===== config.mk =====
export PLATFORM = sky130hd
export DESIGN_NAME = cla_prefix_adder
export DESIGN_NICKNAME = d
export VERILOG_FILES = /design/src/rtl/cla_pkg.sv /design/src/rtl/cla_status_gen.sv /design/src/rtl/cla_prefix_level.sv /design/src/rtl/cla_sum_stage.sv /design/src/rtl/cla_prefix_adder.sv
export SDC_FILE = /design/constraint.sdc
export NUM_CORES = 1
export LEC_CHECK = 0
export BUFFER_PORTS_ARGS = -buffer_cell sky130_fd_sc_hd__buf_2
export CAP_MARGIN = 40
export CORE_ASPECT_RATIO = 1.75
export CORE_UTILIZATION = 39
export DETAILED_ROUTE_END_ITERATION = 10
export PLACE_DENSITY = 0.57
export SYNTH_ARGS = -nofsm -noshare
export SYNTH_HDL_FRONTEND = slang
export SYNTH_SLANG_ARGS = --single-unit
export TNS_END_PERCENT = 20

===== constraint.sdc =====
create_clock -name clk -period 1.1 [get_ports clk]
set_input_delay 0.22 -clock clk [delete_from_list [all_inputs] [get_ports clk]]
set_output_delay 0.22 -clock clk [all_outputs]
set_load 0.02 [all_outputs]

===== src/rtl/cla_pkg.sv =====
package cla_pkg;

    // Two-bit carry status; the value 10 is never legal.
    typedef enum logic [1:0] {
        CS_KILL = 2'b00,
        CS_PROP = 2'b01,
        CS_GEN  = 2'b11
    } cstat_e;

    localparam logic [1:0] CS_ILLEGAL = 2'b10;

    // Classify one bit position from its two operand bits.
    function automatic logic [1:0] classify(input logic a, input logic b);
        cstat_e s;
        if (a & b)
            s = CS_GEN;
        else if (a ^ b)
            s = CS_PROP;
        else
            s = CS_KILL;
        return s;
    endfunction

    // Merge a lower span (lo) with the span directly above it (hi).
    function automatic logic [1:0] combine(input logic [1:0] lo, input logic [1:0] hi);
        return (hi == CS_PROP) ? lo : hi;
    endfunction

    // A finished prefix is kill or generate; generate means carry one.
    function automatic logic carry_of(input logic [1:0] y);
        return (y == CS_GEN);
    endfunction

    // Doubling levels needed for the seed plus WIDTH bit elements.
    function automatic int prefix_levels(input int width);
        return $clog2(width + 1);
    endfunction

endpackage


===== src/rtl/cla_status_gen.sv =====
module cla_status_gen
    import cla_pkg::*;
#(
    parameter int WIDTH = 16
) (
    input  logic [WIDTH-1:0]      a_i,
    input  logic [WIDTH-1:0]      b_i,
    output logic [WIDTH:0][1:0]   st_o,
    output logic [WIDTH-1:0]      px_o
);

    // Element 0 is the fixed kill seed ahead of bit 0.
    assign st_o[0] = CS_KILL;

    for (genvar j = 0; j < WIDTH; j++) begin : g_bit
        assign st_o[j+1] = classify(a_i[j], b_i[j]);
    end

    assign px_o = a_i ^ b_i;

endmodule


===== src/rtl/cla_prefix_level.sv =====
module cla_prefix_level
    import cla_pkg::*;
#(
    parameter int WIDTH = 16,
    parameter int DIST  = 1
) (
    input  logic                 clk,
    input  logic                 rst,
    input  logic                 vld_i,
    input  logic [WIDTH:0][1:0]  st_i,
    input  logic [WIDTH-1:0]     px_i,
    output logic                 vld_o,
    output logic [WIDTH:0][1:0]  st_o,
    output logic [WIDTH-1:0]     px_o
);

    localparam int ELEMS = WIDTH + 1;

    logic [WIDTH:0][1:0] st_next;

    for (genvar e = 0; e < ELEMS; e++) begin : g_elem
        if (e >= DIST) begin : g_merge
            assign st_next[e] = combine(st_i[e-DIST], st_i[e]);
        end else begin : g_pass
            assign st_next[e] = st_i[e];
        end
    end

    always_ff @(posedge clk) begin
        if (rst) begin
            vld_o <= 1'b0;
            st_o  <= '0;
            px_o  <= '0;
        end else begin
            vld_o <= vld_i;
            st_o  <= st_next;
            px_o  <= px_i;
        end
    end

endmodule


===== src/rtl/cla_sum_stage.sv =====
module cla_sum_stage
    import cla_pkg::*;
#(
    parameter int WIDTH = 16
) (
    input  logic                 clk,
    input  logic                 rst,
    input  logic                 vld_i,
    input  logic [WIDTH:0][1:0]  st_i,
    input  logic [WIDTH-1:0]     px_i,
    output logic                 vld_o,
    output logic [WIDTH-1:0]     sum_o,
    output logic                 carry_o
);

    logic [WIDTH-1:0] carry_in;

    // Prefix of element j covers the seed and bits below j: carry into bit j.
    for (genvar j = 0; j < WIDTH; j++) begin : g_carry
        assign carry_in[j] = carry_of(st_i[j]);
    end

    always_ff @(posedge clk) begin
        if (rst) begin
            vld_o   <= 1'b0;
            sum_o   <= '0;
            carry_o <= 1'b0;
        end else begin
            vld_o <= vld_i;
            if (vld_i) begin
                sum_o   <= px_i ^ carry_in;
                carry_o <= carry_of(st_i[WIDTH]);
            end
        end
    end

endmodule


===== src/rtl/cla_prefix_adder.sv =====
module cla_prefix_adder
    import cla_pkg::*;
#(
    parameter int WIDTH = 16
) (
    input  logic             clk,
    input  logic             rst,
    input  logic             in_valid,
    input  logic [WIDTH-1:0] in_a,
    input  logic [WIDTH-1:0] in_b,
    output logic             out_valid,
    output logic [WIDTH-1:0] out_sum,
    output logic             out_carry
);

    localparam int LVLS = prefix_levels(WIDTH);

    logic [WIDTH:0][1:0] stage_st  [LVLS+1];
    logic [WIDTH-1:0]    stage_px  [LVLS+1];
    logic                stage_vld [LVLS+1];

    cla_status_gen #(.WIDTH(WIDTH)) u_gen (
        .a_i  (in_a),
        .b_i  (in_b),
        .st_o (stage_st[0]),
        .px_o (stage_px[0])
    );

    assign stage_vld[0] = in_valid;

    for (genvar g = 0; g < LVLS; g++) begin : g_level
        cla_prefix_level #(
            .WIDTH (WIDTH),
            .DIST  (1 << g)
        ) u_lvl (
            .clk   (clk),
            .rst   (rst),
            .vld_i (stage_vld[g]),
            .st_i  (stage_st[g]),
            .px_i  (stage_px[g]),
            .vld_o (stage_vld[g+1]),
            .st_o  (stage_st[g+1]),
            .px_o  (stage_px[g+1])
        );
    end

    cla_sum_stage #(.WIDTH(WIDTH)) u_sum (
        .clk     (clk),
        .rst     (rst),
        .vld_i   (stage_vld[LVLS]),
        .st_i    (stage_st[LVLS]),
        .px_i    (stage_px[LVLS]),
        .vld_o   (out_valid),
        .sum_o   (out_sum),
        .carry_o (out_carry)
    );

endmodule


[Yosys cells after proc, flatten, opt, wreduce, memory -nomap -nowiden]
Cells that the tools add are included.
Word-level totals
  input bits: 35
  output and inout bits: 18
  flip-flop bits (word level): 271
  word-level logic and storage cells: 288
Operators by class
  reductions and logical operators: 1
  equality and inequality tests: 71
  muxes and demuxes: 85
  bitwise logic cells: 34
Operators by type and width (count)
  $mux W2: 69
  $eq A2 B1 Y1 const B: 54
  $eq A2 B2 Y1 const B: 17
  $xor A16 B16 Y16: 2
  $and A1 B1 Y1: 16
  $mux W1: 16
  $xor A1 B1 Y1: 16
  $reduce_or A2 Y1: 1

[Logic depth before layout (Yosys ltp)]
  depth after elaboration: 5
  gate-level depth with buffers: 4
  gate-level depth less buffers: 4

[Cells and area by module]
Synthesis repeated with hierarchy kept, for this count alone.
Second synthesis, totals
  cell total of the unflattened synthesis: 818
  area, all modules: 9140.0 um^2
By module, submodules not included
  cla_prefix_level at g_level[0].u_lvl: times used 1, area each 1589.0 um^2, cells each 139, seq. area each 1021.0 um^2
  cla_prefix_level at g_level[1].u_lvl: times used 1, area each 1557.7 um^2, cells each 137, seq. area each 1021.0 um^2
  cla_prefix_level at g_level[2].u_lvl: times used 1, area each 1547.7 um^2, cells each 133, seq. area each 1021.0 um^2
  cla_prefix_level at g_level[3].u_lvl: times used 1, area each 1432.6 um^2, cells each 125, seq. area each 1021.0 um^2
  cla_prefix_level at g_level[4].u_lvl: times used 1, area each 1378.8 um^2, cells each 109, seq. area each 1021.0 um^2
  cla_sum_stage: times used 1, area each 1034.7 um^2, cells each 92, seq. area each 360.3 um^2
  cla_status_gen: times used 1, area each 599.3 um^2, cells each 83, seq. area each 0.0 um^2

[Least setup slack after synthesis]
Ideal clock, no wire load.
  path kind: flip-flop to flip-flop
  start: reg g_level[4].u_lvl.vld_o
  end: reg u_sum.sum_o[10]
  cell stages (with the launch flop): 5
  setup slack: 0.161 ns
  clock period less this slack: 0.939 ns
  arrival time: 0.851 ns
  required time: 1.012 ns
  path buffers: 2
  library setup time: 0.088 ns
  cell sequence: dfxtp_1 buf_4 buf_2 nor2_1 a311oi_2
RTL lines
  start, declared: RTL line cla_prefix_level.sv:12  | output logic vld_o,
  start signal, assigned: RTL line cla_prefix_level.sv:35  | vld_o <= vld_i;
  end signal, assigned: RTL line cla_sum_stage.sv:31  | sum_o <= px_i ^ carry_in;
  end, declared: RTL line cla_sum_stage.sv:12  | output logic [WIDTH-1:0] sum_o,

[Worst setup path in the final report]
  start: reg u_sum.sum_o[1]
  end: out out_sum[1]
RTL lines
  end, declared: RTL line cla_prefix_adder.sv:12  | output logic [WIDTH-1:0] out_sum,
No word-level cell between the ends.

==> results.toml <==
[clock_network]
root_buffer = "clkbuf_16"
clkTransAtPathRegs_ns = 0.06
cts.path.max_buffers = 3
clk_latency_ns = 0.49
cts_tree = "done"
cts_max_level = 1
numClockSinks = 263
numCtsBuffers = 22

[setup_path]
slowest_delay_ns = 0.36
worstPathBufferInverterCount = 1
critPathKind = "register to primary output"
rr_worst_depth = 3
cp_max_fo = 2
r2r_end = "u_sum.sum_o[4]"
crit_path_start_kind = "register"
r2r_setup_slack_ns = 0.11
path_cells = "buf_6"
crit_arrival_ns = 0.97
cpMaxStageDelayCell = "dfxtp_4"
crit_required_ns = 0.88
endpoint_kind = "primary output"
timing.rr.start = "g_level[4].u_lvl.vld_o"
crit_family = "flip-flops"

[floorplanning]
start_util_pct = 39.9
io_pins = 53
die_x_um = 116
design.die.area_mm2 = 0.0233
die_h_um = 201
rows = 72
core_area_mm2 = 0.0222

[power_and_ir_drop]
pwr-share-clk_pct = 40.3
power.density_mw_per_mm2 = 1780
p_sw_mw = 3.79
netSwitchingFraction_pct = 20.6
vdd_drop_max_uv = 846
power_frac_seq_pct = 54.4
pwr-share-comb_pct = 5.4
p_int_mw = 14.6
power.leakage_nw = 4.08

[drt]
drt_iter0_drc = 134
num_vias = 4811
wl_per_cell_um = 11.5
via_per_inst = 4.22
drc = 0
wl_um = 13100
drt.antenna.violating_nets = 0
dr.pass1.iters = 4

[global_routing]
grt_usage_pct = 11.9
grt_pass1_wl_um = 22300
grt_max_degree = 55
antenna_found_initial = 0
grt_pass1_vias = 4767
grt_overflow = 0

[status]
status = "complete, but fails checks"
violations = "negative setup slack"

[placement]
placed_area_mm2 = 0.00945
hpwlAfterDp_um = 9570
portBuffers = 52
place_congestion = 0.773
place_inst = 1097
dp_slack_ns = 0.00415

[synth]
ys_warn_count = 0
synth_area_mm2 = 0.00884
syn-num-nets = 836
synth.distinct_cells = 21
postSynthCellCount = 769
ys_ff_latch = 263
avgSynthCellArea_um2 = 11.5
seq_area_frac_synth_pct = 59.6

[layout]
layout.cells.non_filler = 1139
area_growth_syn_to_layout_pct = 16.7
diodes = 0
final_nets = 895
fillCellCount = 2157
drive_above_1_share_pct = 22.8
final_util_pct = 46.5
finalInstanceArea_mm2 = 0.0103

[flow_run]
max_cap_violations = 0

[sta]
max_slew_margin_pct = 82.2
hold_viol_final = 0
fin_ws_ns = -0.0913
final-max-slew-violation-count = 0
worst_pin_slew_ns = 0.266
min_period_over_period_pct = 108
fin_skew_ns = 0.0127
min_period_ns = 1.19
hold_slack_ns = 0.0754
setup_viol = 18
rsz0062_at_grt = "true"
fmax_mhz = 839

[min_path]
hp-class = "primary input to register"
worstHoldPathCells = 2
hp-start = "rst"
hold_end = "g_level[1].u_lvl.st_o[21]"
## power groups by stage
| stage | registers (mW) | clock network, mW | logic (mW) |
|---|---|---|---|
| final | 10.0 | 7.40 | 0.991 |
| after global routing | 10.0 | 8.09 | 1.12 |
| after CTS | 10.0 | 7.66 | 1.01 |
| after detailed placement | 10.2 | 0 | 0.997 |
| after global placement | 10.2 | 0 | 0.989 |
| after floorplan | 10.2 | 0 | 0.757 |
## repair_timing
item	4_1_cts	5_1_grt
hold endpoints to repair	1	0
setup endpoints to repair	18	18
hold buffers	1	0
buffers inserted	1	1
gates resized for setup	55	0
## cells in the mapped netlist
cell	number	share of area, %
buf_4	2	0.17
inv_1	32	1.4
a21bo_2	15	1.7
a211oi_2	12	1.7
a21oi_1	35	2.0
a311oi_2	15	2.5
a211oi_1	3	0.25
nor3_1	1	0.057
ha_1	32	4.5
buf_6	9	1.1
nor2b_1	157	11
nand3_1	1	0.057
and2_1	4	0.28
mux2i_1	16	1.8
nand2b_1	1	0.071
nand3b_1	15	1.3
nor3b_2	34	4.8
nor2_1	99	4.2
dfxtp_1	263	60
buf_2	22	1.2
nor3b_1	1	0.085
## cell type report
type	instances	area (µm²)	area share (%)
Multi-Input combinational cell	441	3220	31.3
Clock inverter	5	52.6	0.510
Tap cell	296	370	3.59
Inverter	32	120	1.17
Clock buffer	34	647	6.28
Sequential cell	263	5290	51.3
Timing Repair Buffer	68	604	5.86
## worst max path at each step
stage               slack, ns                         to  cells after the start                    from
global placement       -0.007   g_level[0].u_lvl.st_o[9]                      5                 in_a[3]
global route            -0.13                 out_sum[1]                      1          u_sum.sum_o[1]
floorplan                0.16            u_sum.sum_o[10]                      4  g_level[4].u_lvl.vld_o
detailed placement      0.004  g_level[0].u_lvl.st_o[12]                      4                 in_a[5]
finish                  -0.09                 out_sum[1]                      1          u_sum.sum_o[1]
CTS                     -0.13                 out_sum[1]                      1          u_sum.sum_o[1]
## through the flow
stage          setup TNS (ns)  power [mW]
2_1_floorplan               0        10.9
3_3_place_gp         -0.00722        11.2
3_5_place_dp                0        11.2
4_1_cts                 -1.57        18.7
5_1_grt                 -1.80        19.2
6_report                -1.06        18.4
## worst reg2reg max path, stage by stage (launching register included)
cell,delay (ns)
dfxtp_1,0.38
buf_12,0.21
nor2_1,0.09
a311oi_2,0.23
## cell families (layout without fill, tap and decap cells)
| kind of cell | Yosys count | after routing | synth area share, % |
|---|---|---|---|
| DFF | 263 | 263 | 59.6 |
| muxes | 16 | 16 | 1.81 |
| AOI/OAI and AO/OA | 80 | 80 | 8.18 |
| buffers and inverters | 65 | 139 | 3.92 |
| adders and majority gates | 32 | 32 | 4.53 |
| and+or+nand+nor | 313 | 313 | 22.0 |
## cell usage in the layout, fill, tap and decap left out, types with 16 or more instances in the layout
master / n
a21oi_1: 35
mux2i_1: 16
nor2b_1: 157
inv_1: 32
clkbuf_16: 23
nor3b_2: 34
buf_6: 18
dfxtp_2: 17
dfxtp_1: 245
buf_2: 33
ha_1: 32
nor2_1: 99
## layer usage
layer,global-route usage (%),vias to the layer above,share of wire (%)
li1,-,2601,-
met1,12.7,2120,40
met2,22.8,70,55
met3,1.78,20,3.1
met4,4.62,0,2.5
met5,0,-,0
## flip-flops by register name, indices dropped and copies added, names as in the netlist
name and cells:
g_level.u_lvl.px_o 80, g_level.u_lvl.st_o 160, g_level.u_lvl.vld_o 5, u_sum.carry_o 1
u_sum.sum_o 16, u_sum.vld_o 1
Note: power is estimated with default switching activity, not from simulation.
